==> config.mk <==
export PLATFORM = sky130hd
export DESIGN_NAME = remote_defect_filter
export DESIGN_NICKNAME = d
export VERILOG_FILES = /design/src/rtl/rdp_pkg.sv /design/src/rtl/rdp_track.sv /design/src/rtl/rdp_datapath.sv /design/src/rtl/rdp_ctrl.sv /design/src/rtl/remote_defect_filter.sv
export SDC_FILE = /design/constraint.sdc
export NUM_CORES = 1
export LEC_CHECK = 0
export BUFFER_PORTS_ARGS = -buffer_cell sky130_fd_sc_hd__buf_2
export CORE_AREA = 2 2 59 61
export CTS_CLUSTER_DIAMETER = 40
export CTS_CLUSTER_SIZE = 30
export DETAILED_ROUTE_END_ITERATION = 10
export DIE_AREA = 0 0 61 63
export GPL_TIMING_DRIVEN = 0
export PLACE_DENSITY = 0.8
export SYNTH_ARGS = -nofsm -noshare
export SYNTH_HDL_FRONTEND = slang
export SYNTH_SLANG_ARGS = --single-unit
==> constraint.sdc <==
create_clock -name clk -period 7.65 [get_ports clk]
set_input_delay 1.53 -clock clk [delete_from_list [all_inputs] [get_ports clk]]
set_output_delay 1.53 -clock clk [all_outputs]
set_load 0.03 [all_outputs]
==> src/rtl/rdp_pkg.sv <==
package rdp_pkg;
  localparam int NUM_CH  = 3;
  localparam int CH_RFI  = 0;
  localparam int CH_RDI  = 1;
  localparam int CH_ERDI = 2;
  localparam int ERDI_W  = 3;

  // control -> datapath
  typedef struct packed {
    logic [NUM_CH-1:0] capture;  // remember this frame's value
    logic [NUM_CH-1:0] accept;   // load the value as accepted state
  } rdpStrobe_t;

  // datapath -> control
  typedef struct packed {
    logic [NUM_CH-1:0] sameAsLast;  // value equals previous valid frame
    logic [NUM_CH-1:0] differsAcc;  // value differs from accepted state
  } rdpCmp_t;
endpackage

==> src/rtl/rdp_track.sv <==
module rdp_track #(
  parameter int W = 1
) (
  input  logic         clk,
  input  logic         rstN,
  input  logic [W-1:0] code,
  input  logic         capture,
  input  logic         accept,
  input  logic         clr,
  output logic         sameAsLast,
  output logic         differsAcc,
  output logic [W-1:0] state,
  output logic         chg
);
  logic [W-1:0] lastCode;

  assign sameAsLast = (code == lastCode);
  assign differsAcc = (code != state);

  always_ff @(posedge clk) begin
    if (!rstN) begin
      lastCode <= '0;
      state    <= '0;
      chg      <= 1'b0;
    end else begin
      if (capture) lastCode <= code;
      if (accept)  state    <= code;
      if (accept)   chg <= 1'b1;  // set wins over clear
      else if (clr) chg <= 1'b0;
    end
  end
endmodule

==> src/rtl/rdp_datapath.sv <==
module rdp_datapath
  import rdp_pkg::*;
(
  input  logic                   clk,
  input  logic                   rstN,
  input  logic [7:0]             rxV5,
  input  logic [7:0]             rxZ7,
  input  rdpStrobe_t             strobe,
  input  logic [NUM_CH-1:0]      clrVec,
  input  logic [NUM_CH-1:0]      maskVec,
  output rdpCmp_t                cmp,
  output logic                   rfiState,
  output logic                   rdiState,
  output logic [ERDI_W-1:0]      erdiState,
  output logic [NUM_CH-1:0]      chgVec,
  output logic                   irq
);
  logic [NUM_CH-1:0] sameV, diffV;

  // bit n of the overhead byte (1 = MSB) sits at index 8-n
  logic              rfiCode, rdiCode;
  logic [ERDI_W-1:0] erdiCode;
  assign rfiCode  = rxV5[4];
  assign rdiCode  = rxV5[0];
  assign erdiCode = {rxV5[0], rxZ7[2], rxZ7[1]};

  rdp_track #(.W(1)) u_rfi (
    .clk(clk), .rstN(rstN), .code(rfiCode),
    .capture(strobe.capture[CH_RFI]), .accept(strobe.accept[CH_RFI]),
    .clr(clrVec[CH_RFI]), .sameAsLast(sameV[CH_RFI]), .differsAcc(diffV[CH_RFI]),
    .state(rfiState), .chg(chgVec[CH_RFI]));

  rdp_track #(.W(1)) u_rdi (
    .clk(clk), .rstN(rstN), .code(rdiCode),
    .capture(strobe.capture[CH_RDI]), .accept(strobe.accept[CH_RDI]),
    .clr(clrVec[CH_RDI]), .sameAsLast(sameV[CH_RDI]), .differsAcc(diffV[CH_RDI]),
    .state(rdiState), .chg(chgVec[CH_RDI]));

  rdp_track #(.W(ERDI_W)) u_erdi (
    .clk(clk), .rstN(rstN), .code(erdiCode),
    .capture(strobe.capture[CH_ERDI]), .accept(strobe.accept[CH_ERDI]),
    .clr(clrVec[CH_ERDI]), .sameAsLast(sameV[CH_ERDI]), .differsAcc(diffV[CH_ERDI]),
    .state(erdiState), .chg(chgVec[CH_ERDI]));

  assign cmp = '{sameAsLast: sameV, differsAcc: diffV};
  assign irq = |(chgVec & ~maskVec);
endmodule

==> src/rtl/rdp_ctrl.sv <==
module rdp_ctrl
  import rdp_pkg::*;
#(
  parameter int THR_W = 4
) (
  input  logic             clk,
  input  logic             rstN,
  input  logic             rxValid,
  input  logic             rdiOneBit,
  input  logic [THR_W-1:0] normThr,
  input  logic [THR_W-1:0] enhThr,
  input  rdpCmp_t          cmp,
  output rdpStrobe_t       strobe
);
  localparam logic [THR_W-1:0] CNT_MAX = '1;
  localparam logic [THR_W-1:0] ONE     = THR_W'(1);

  logic [NUM_CH-1:0] capV, accV;

  for (genvar c = 0; c < NUM_CH; c++) begin : g_ch
    logic [THR_W-1:0] cnt, nextCnt, thrSel, effThr;
    logic             active;

    if (c == CH_RFI) begin : g_rfi
      assign active = 1'b1;
      assign thrSel = normThr;
    end else if (c == CH_RDI) begin : g_rdi
      assign active = rdiOneBit;
      assign thrSel = normThr;
    end else begin : g_erdi
      assign active = !rdiOneBit;
      assign thrSel = enhThr;
    end

    assign effThr = (thrSel == '0) ? ONE : thrSel;

    always_comb begin
      if (cnt != '0 && cmp.sameAsLast[c])
        nextCnt = (cnt == CNT_MAX) ? cnt : cnt + ONE;
      else
        nextCnt = ONE;
    end

    always_ff @(posedge clk) begin
      if (!rstN)        cnt <= '0;
      else if (!active) cnt <= '0;
      else if (rxValid) cnt <= nextCnt;
    end

    assign capV[c] = rxValid & active;
    assign accV[c] = rxValid & active & (nextCnt >= effThr) & cmp.differsAcc[c];
  end

  assign strobe = '{capture: capV, accept: accV};
endmodule

==> src/rtl/remote_defect_filter.sv <==
module remote_defect_filter
  import rdp_pkg::*;
#(
  parameter int THR_W = 4
) (
  input  logic             clk,
  input  logic             rstN,
  input  logic             rxValid,
  input  logic [7:0]       rxV5,
  input  logic [7:0]       rxZ7,
  input  logic             rdiOneBit,
  input  logic             ds1ByteSync,
  input  logic [THR_W-1:0] normThresh,
  input  logic [THR_W-1:0] enhThresh,
  input  logic             maskRfi,
  input  logic             maskRdi,
  input  logic             maskErdi,
  input  logic             clrRfiChg,
  input  logic             clrRdiChg,
  input  logic             clrErdiChg,
  output logic             rfiState,
  output logic             rdiState,
  output logic [2:0]       erdiState,
  output logic             rfiChg,
  output logic             rdiChg,
  output logic             erdiChg,
  output logic             irq,
  output logic             framerRai
);
  rdpStrobe_t        strobe;
  rdpCmp_t           cmp;
  logic [NUM_CH-1:0] chgVec;

  rdp_ctrl #(.THR_W(THR_W)) u_ctrl (
    .clk(clk), .rstN(rstN), .rxValid(rxValid), .rdiOneBit(rdiOneBit),
    .normThr(normThresh), .enhThr(enhThresh), .cmp(cmp), .strobe(strobe));

  rdp_datapath u_dp (
    .clk(clk), .rstN(rstN), .rxV5(rxV5), .rxZ7(rxZ7), .strobe(strobe),
    .clrVec({clrErdiChg, clrRdiChg, clrRfiChg}),
    .maskVec({maskErdi, maskRdi, maskRfi}),
    .cmp(cmp), .rfiState(rfiState), .rdiState(rdiState), .erdiState(erdiState),
    .chgVec(chgVec), .irq(irq));

  assign rfiChg    = chgVec[CH_RFI];
  assign rdiChg    = chgVec[CH_RDI];
  assign erdiChg   = chgVec[CH_ERDI];
  assign framerRai = ds1ByteSync & rfiState;
endmodule

---- Word-level counts from Yosys, hierarchy flattened ----
Index checks and enable logic that the tools add are counted.
word-level totals
  memory bits (read-only) ................. 0
  input bits .............................. 35
  memory bits (writable) .................. 0
  output and inout bits ................... 10
  word-level logic and storage cells ...... 68
  memories kept ........................... 0
  bits in latches ......................... 0
  bits in registers ....................... 25
cells by class
  shifts and indexed selects .............. 0
  $mul .................................... 0
  bitwise logic cells ..................... 12
  eq/ne operators ......................... 9
  div/mod/pow operators ................... 0
  reductions and logical operators ........ 15
  add/subtract/negate cells ............... 3
  $lt $le $gt $ge ......................... 3
  mux-type cells .......................... 14
operators by type and width
  operator                                                        count
  4-bit 2-to-1 mux                                                8
  4-bit by 1-bit adder with 4-bit output (second input constant)  3
  4-bit equality test (second input constant)                     3
  4-bit >= comparator                                             3
  4-bit nonzero test                                              3
  1-bit bitwise AND                                               9
  4-bit zero test                                                 2
  1-bit 2-to-1 mux                                                6
  2-bit nonzero test                                              3
  3-bit bitwise AND                                               1
  3-bit equality test                                             1
  1-bit logical AND                                               3
  3-bit != test                                                   1
  3-bit NOT                                                       1
  3-bit OR reduction                                              1
  1-bit equality test                                             2
  1-bit != test                                                   2
  2-bit AND reduction                                             1
  2-bit OR reduction                                              1
  1-bit zero test                                                 1
  1-bit NOT                                                       1

---- Logic depth before layout (Yosys ltp) ----
  depth in word-level cells ............... 7
  depth in mapped cells ................... 11
  gate-level depth less buffers ........... 11

---- By module ----
A second synthesis with hierarchy kept.
second synthesis, totals
  cells, all modules ...................... 210
  area total of the unflattened synthesis .. 1781.7 um2
by module, submodules not included
  module                      area each (um2)  sequential area each (um2)  instances  cells an instance
  rdp_ctrl                    1184.9           240.2                       1          154
  rdp_track (u_dp.u_erdi)     314.1            140.1                       1          29
  rdp_track (u_dp.u_rdi ...)  123.9            60.1                        2          11
  rdp_datapath                28.8             0.0                         1          4
  remote_defect_filter        6.3              0.0                         1          1

---- Worst setup path after synthesis ----
No wires, ideal clock.
  kind .................................... input port to output port
  from .................................... input port maskErdi
  to ...................................... output port irq
  arrival ................................. 2.067 ns
  slack ................................... 4.053 ns
  data required time ...................... 6.120 ns
  buffers on the path ..................... 0
  stages .................................. 1
  cells stage by stage .................... o221ai_1
on the way
  longest elaborated chain between the ends .. 3
RTL lines
  element             RTL line                    source
  start: declaration  remote_defect_filter.sv:17  input logic maskErdi,
  3-bit NOT           rdp_datapath.sv:46          assign irq = |(chgVec & ~maskVec);
  3-bit bitwise AND   rdp_datapath.sv:46
  3-bit OR reduction  rdp_datapath.sv:46
  end: declaration    remote_defect_filter.sv:27  output logic irq,
Every way passes these cells.

---- Worst setup path in the final report ----
  from .................................... input port maskRfi
  to ...................................... output port irq
on the way
  longest elaborated chain between the ends .. 3
RTL lines
  element             RTL line                    source
  start: declaration  remote_defect_filter.sv:15  input logic maskRfi,
  3-bit NOT           rdp_datapath.sv:46
  3-bit bitwise AND   rdp_datapath.sv:46
  3-bit OR reduction  rdp_datapath.sv:46
Every way passes these cells.

==> flow_metrics.tcl <==
set metrics [dict create \
    synth_area_um2 1690 \
    die_area_um2 3840 \
    finalClockSkew_ns 0.00531 \
    fp.dieW_um 61 \
    slew_headroom 0.631 \
    grt_pass1_wl_mm 5.75 \
    die_h_um 63 \
    yosysSeqAreaShare 0.295 \
    fmax_mhz 281 \
    powerDensity_nw_per_um2 120 \
    core_um2 3230 \
    fillers 301 \
    yosysUniqueCellTypes 34 \
    viasPerCell 5.15 \
    critPathRequiredTime_ns 6.12 \
    antenna_found_initial 0 \
    row_count 21 \
    path_clk_slew_ns 0.13 \
    drive_gt1_frac 0.172 \
    syn-num-nets 256 \
    clkLatencyLatePin_ns 0.32 \
    io_buffers 31 \
    drc 0 \
    grt.total_usage 0.189 \
    critPathArrivalTime_ns 2.03 \
    grt_pass1_vias 1413 \
    hold_class "reg -> reg" \
    rsz0062_at_grt "no" \
    hpwlAfterDp_mm 2.58 \
    syn_avg_cell_area_um2 8.35 \
    cap_violations 0 \
    multi_input_area_um2 1110 \
    period_needed_ns 3.56 \
    finalSetupTns_ns 0 \
    postCtsResizedCells 0 \
    critPathKind "in -> out" \
    syn2layout_area_growth_pct 14.2 \
    grt_max_degree 15 \
    finalSetupViolations 0 \
    outcome "finished, final reports clean" \
    synth_seq_cells 25 \
    endpoint_kind "primary output" \
    post_cts_buffers 0 \
    crit_path_start_kind "input pin" \
    tightest_slew_ns 0.553 \
    p_leak_uw 0.000885 \
    maxSlewViolCount 0 \
    postRouteAntennaNets 0 \
    routed_wl_mm 3.17 \
    regArea_um2 500 \
    crit_fanout 1 \
    wire_per_inst_um 11.2 \
    synthCells 203 \
    ctsRootBufferMaster "clkbuf_4" \
    fin_crit_sh 0.465 \
    fin_nets 292 \
    routed-via-count 1464 \
    holdBufCountCts 0 \
    cts_tree "built" \
    finalHoldWorstSlack_ns 0.499 \
    finalHoldViolCount 0 \
    start_util 0.524 \
    cts-htree-levels 1 \
    drt_first_pass_iters 4 \
    gp_congestion 0.808 \
    clockBufferDepth 2 \
    drt_iter0_markers 46 \
    max-vdd-ir-drop_mv 0.147 \
    cts_sinks 25 \
    ios 45 \
    ys_warn_count 0 \
    overflow 0 \
    diodes 0 \
    numCtsBuffers 3 \
]
where the power goes:
| group | internal, uW | switching [uW] |
|---|---|---|
| registers | 133 | 2.62 |
| logic | 17.7 | 19.9 |
| clock network | 19.6 | 38.8 |
| total | 170 | 61.3 |
routing by layer:
metal	vias up	part of all wire	global-route usage
li1	770	-	-
met1	665	0.46	0.224
met3	4	0.030	0.0393
met2	25	0.50	0.337
met4	0	0.0098	0.0435
met5	-	0	0
final timing paths:
check	from	to	slack, ns	cells after the start
max	maskRfi	irq	4.09	4
min reg2reg	u_dp.u_erdi.state[1]	u_dp.u_erdi.state[1]	0.50	2
min	u_dp.u_erdi.state[1]	u_dp.u_erdi.state[1]	0.50	2
max reg2reg	u_ctrl.g_ch[2].cnt[0]	u_dp.u_erdi.chg	5.10	10
placed cells by master (no fill, tap or decap), types with 4 or more instances in the layout:
cell type,synthesis,final
a21oi_1,4,4
nor2b_1,8,8
dfxtp_1,25,25
inv_1,16,16
buf_2,1,32
nor2_1,29,29
nand3_1,7,7
xor2_1,5,5
nand2_1,17,17
o21ai_0,4,4
a31oi_1,4,4
mux2i_1,18,18
ha_1,18,18
a211oi_1,5,5
nand2b_1,6,6
xnor2_1,8,8
through the flow:
| stage | cells | util | setup slack, ns | total power [uW] | instance area (um2) |
|---|---|---|---|---|---|
| after floorplan | 203 | - | 4.05 | 164 | 1690 |
| after global placement | 280 | 0.590 | 3.98 | 176 | 1910 |
| after detailed placement | 280 | 0.590 | 3.96 | 177 | 1910 |
| after CTS | 284 | 0.599 | 4.09 | 236 | 1930 |
| after global routing | 284 | 0.599 | 4.03 | 245 | 1930 |
| final | 284 | 0.599 | 4.09 | 232 | 1930 |
kinds of logic (layout without fill, tap and decap cells):
| kind of cell | Yosys count | in the layout | share of synthesized area |
|---|---|---|---|
| flops | 25 | 25 | 0.295 |
| buf+inv | 21 | 56 | 0.0517 |
| mux | 18 | 18 | 0.106 |
| simple gates | 72 | 72 | 0.191 |
| fa+ha+maj | 18 | 18 | 0.133 |
| compound gates | 36 | 36 | 0.155 |
| xor+xnor | 13 | 13 | 0.0672 |
Yosys cell counts (all sizes together):
master  instances  share of area
a22oi           1         0.0044
nor2           29          0.064
mux2i          18           0.11
o21bai          1         0.0044
a21oi           4          0.012
o21a            3          0.013
and2            1         0.0037
dfxtp          25           0.30
a31oi           4          0.015
ha             18           0.13
or4             1         0.0044
a31o            2          0.010
clkbuf          2         0.0044
nor3            3         0.0089
nor2b           8          0.030
o21ai           5          0.015
buf             3          0.012
a21boi          3          0.013
nand2          17          0.038
a211oi          7          0.037
o211ai          1         0.0044
inv            16          0.035
xor2            5          0.026
xnor2           8          0.041
nand3           7          0.021
a21o            2         0.0089
nand2b          6          0.022
a2111o          1         0.0066
o211a           1         0.0059
o221ai          1         0.0052
area by class of cell:
type                       count  share of cell area
tap                           46              0.0298
clock inverter                 1             0.00259
clock buffer                   3              0.0116
multi-input combinational    157               0.572
inverter                      16              0.0310
buffer                         5              0.0142
sequential                    25               0.259
timing repair buffer          31              0.0802
sequential cells by signal, summed over array words and instances (netlist names):
| register | cells |
|---|---|
| u_ctrl.g_ch.cnt | 12 |
| u_dp.u_erdi.lastCode | 3 |
| u_dp.u_erdi.state | 3 |
| u_dp.u_erdi.chg | 1 |
| u_dp.u_rdi.chg | 1 |
| u_dp.u_rdi.lastCode | 1 |
| u_dp.u_rdi.state | 1 |
| u_dp.u_rfi.chg | 1 |
| u_dp.u_rfi.lastCode | 1 |
| u_dp.u_rfi.state | 1 |
critical path: stages:
cell and delay [ns]:
buf_2 0.09, nand2b_1 0.12, o221ai_1 0.06, buf_2 0.22
No activity file was read; power rests on OpenSTA's default activity.
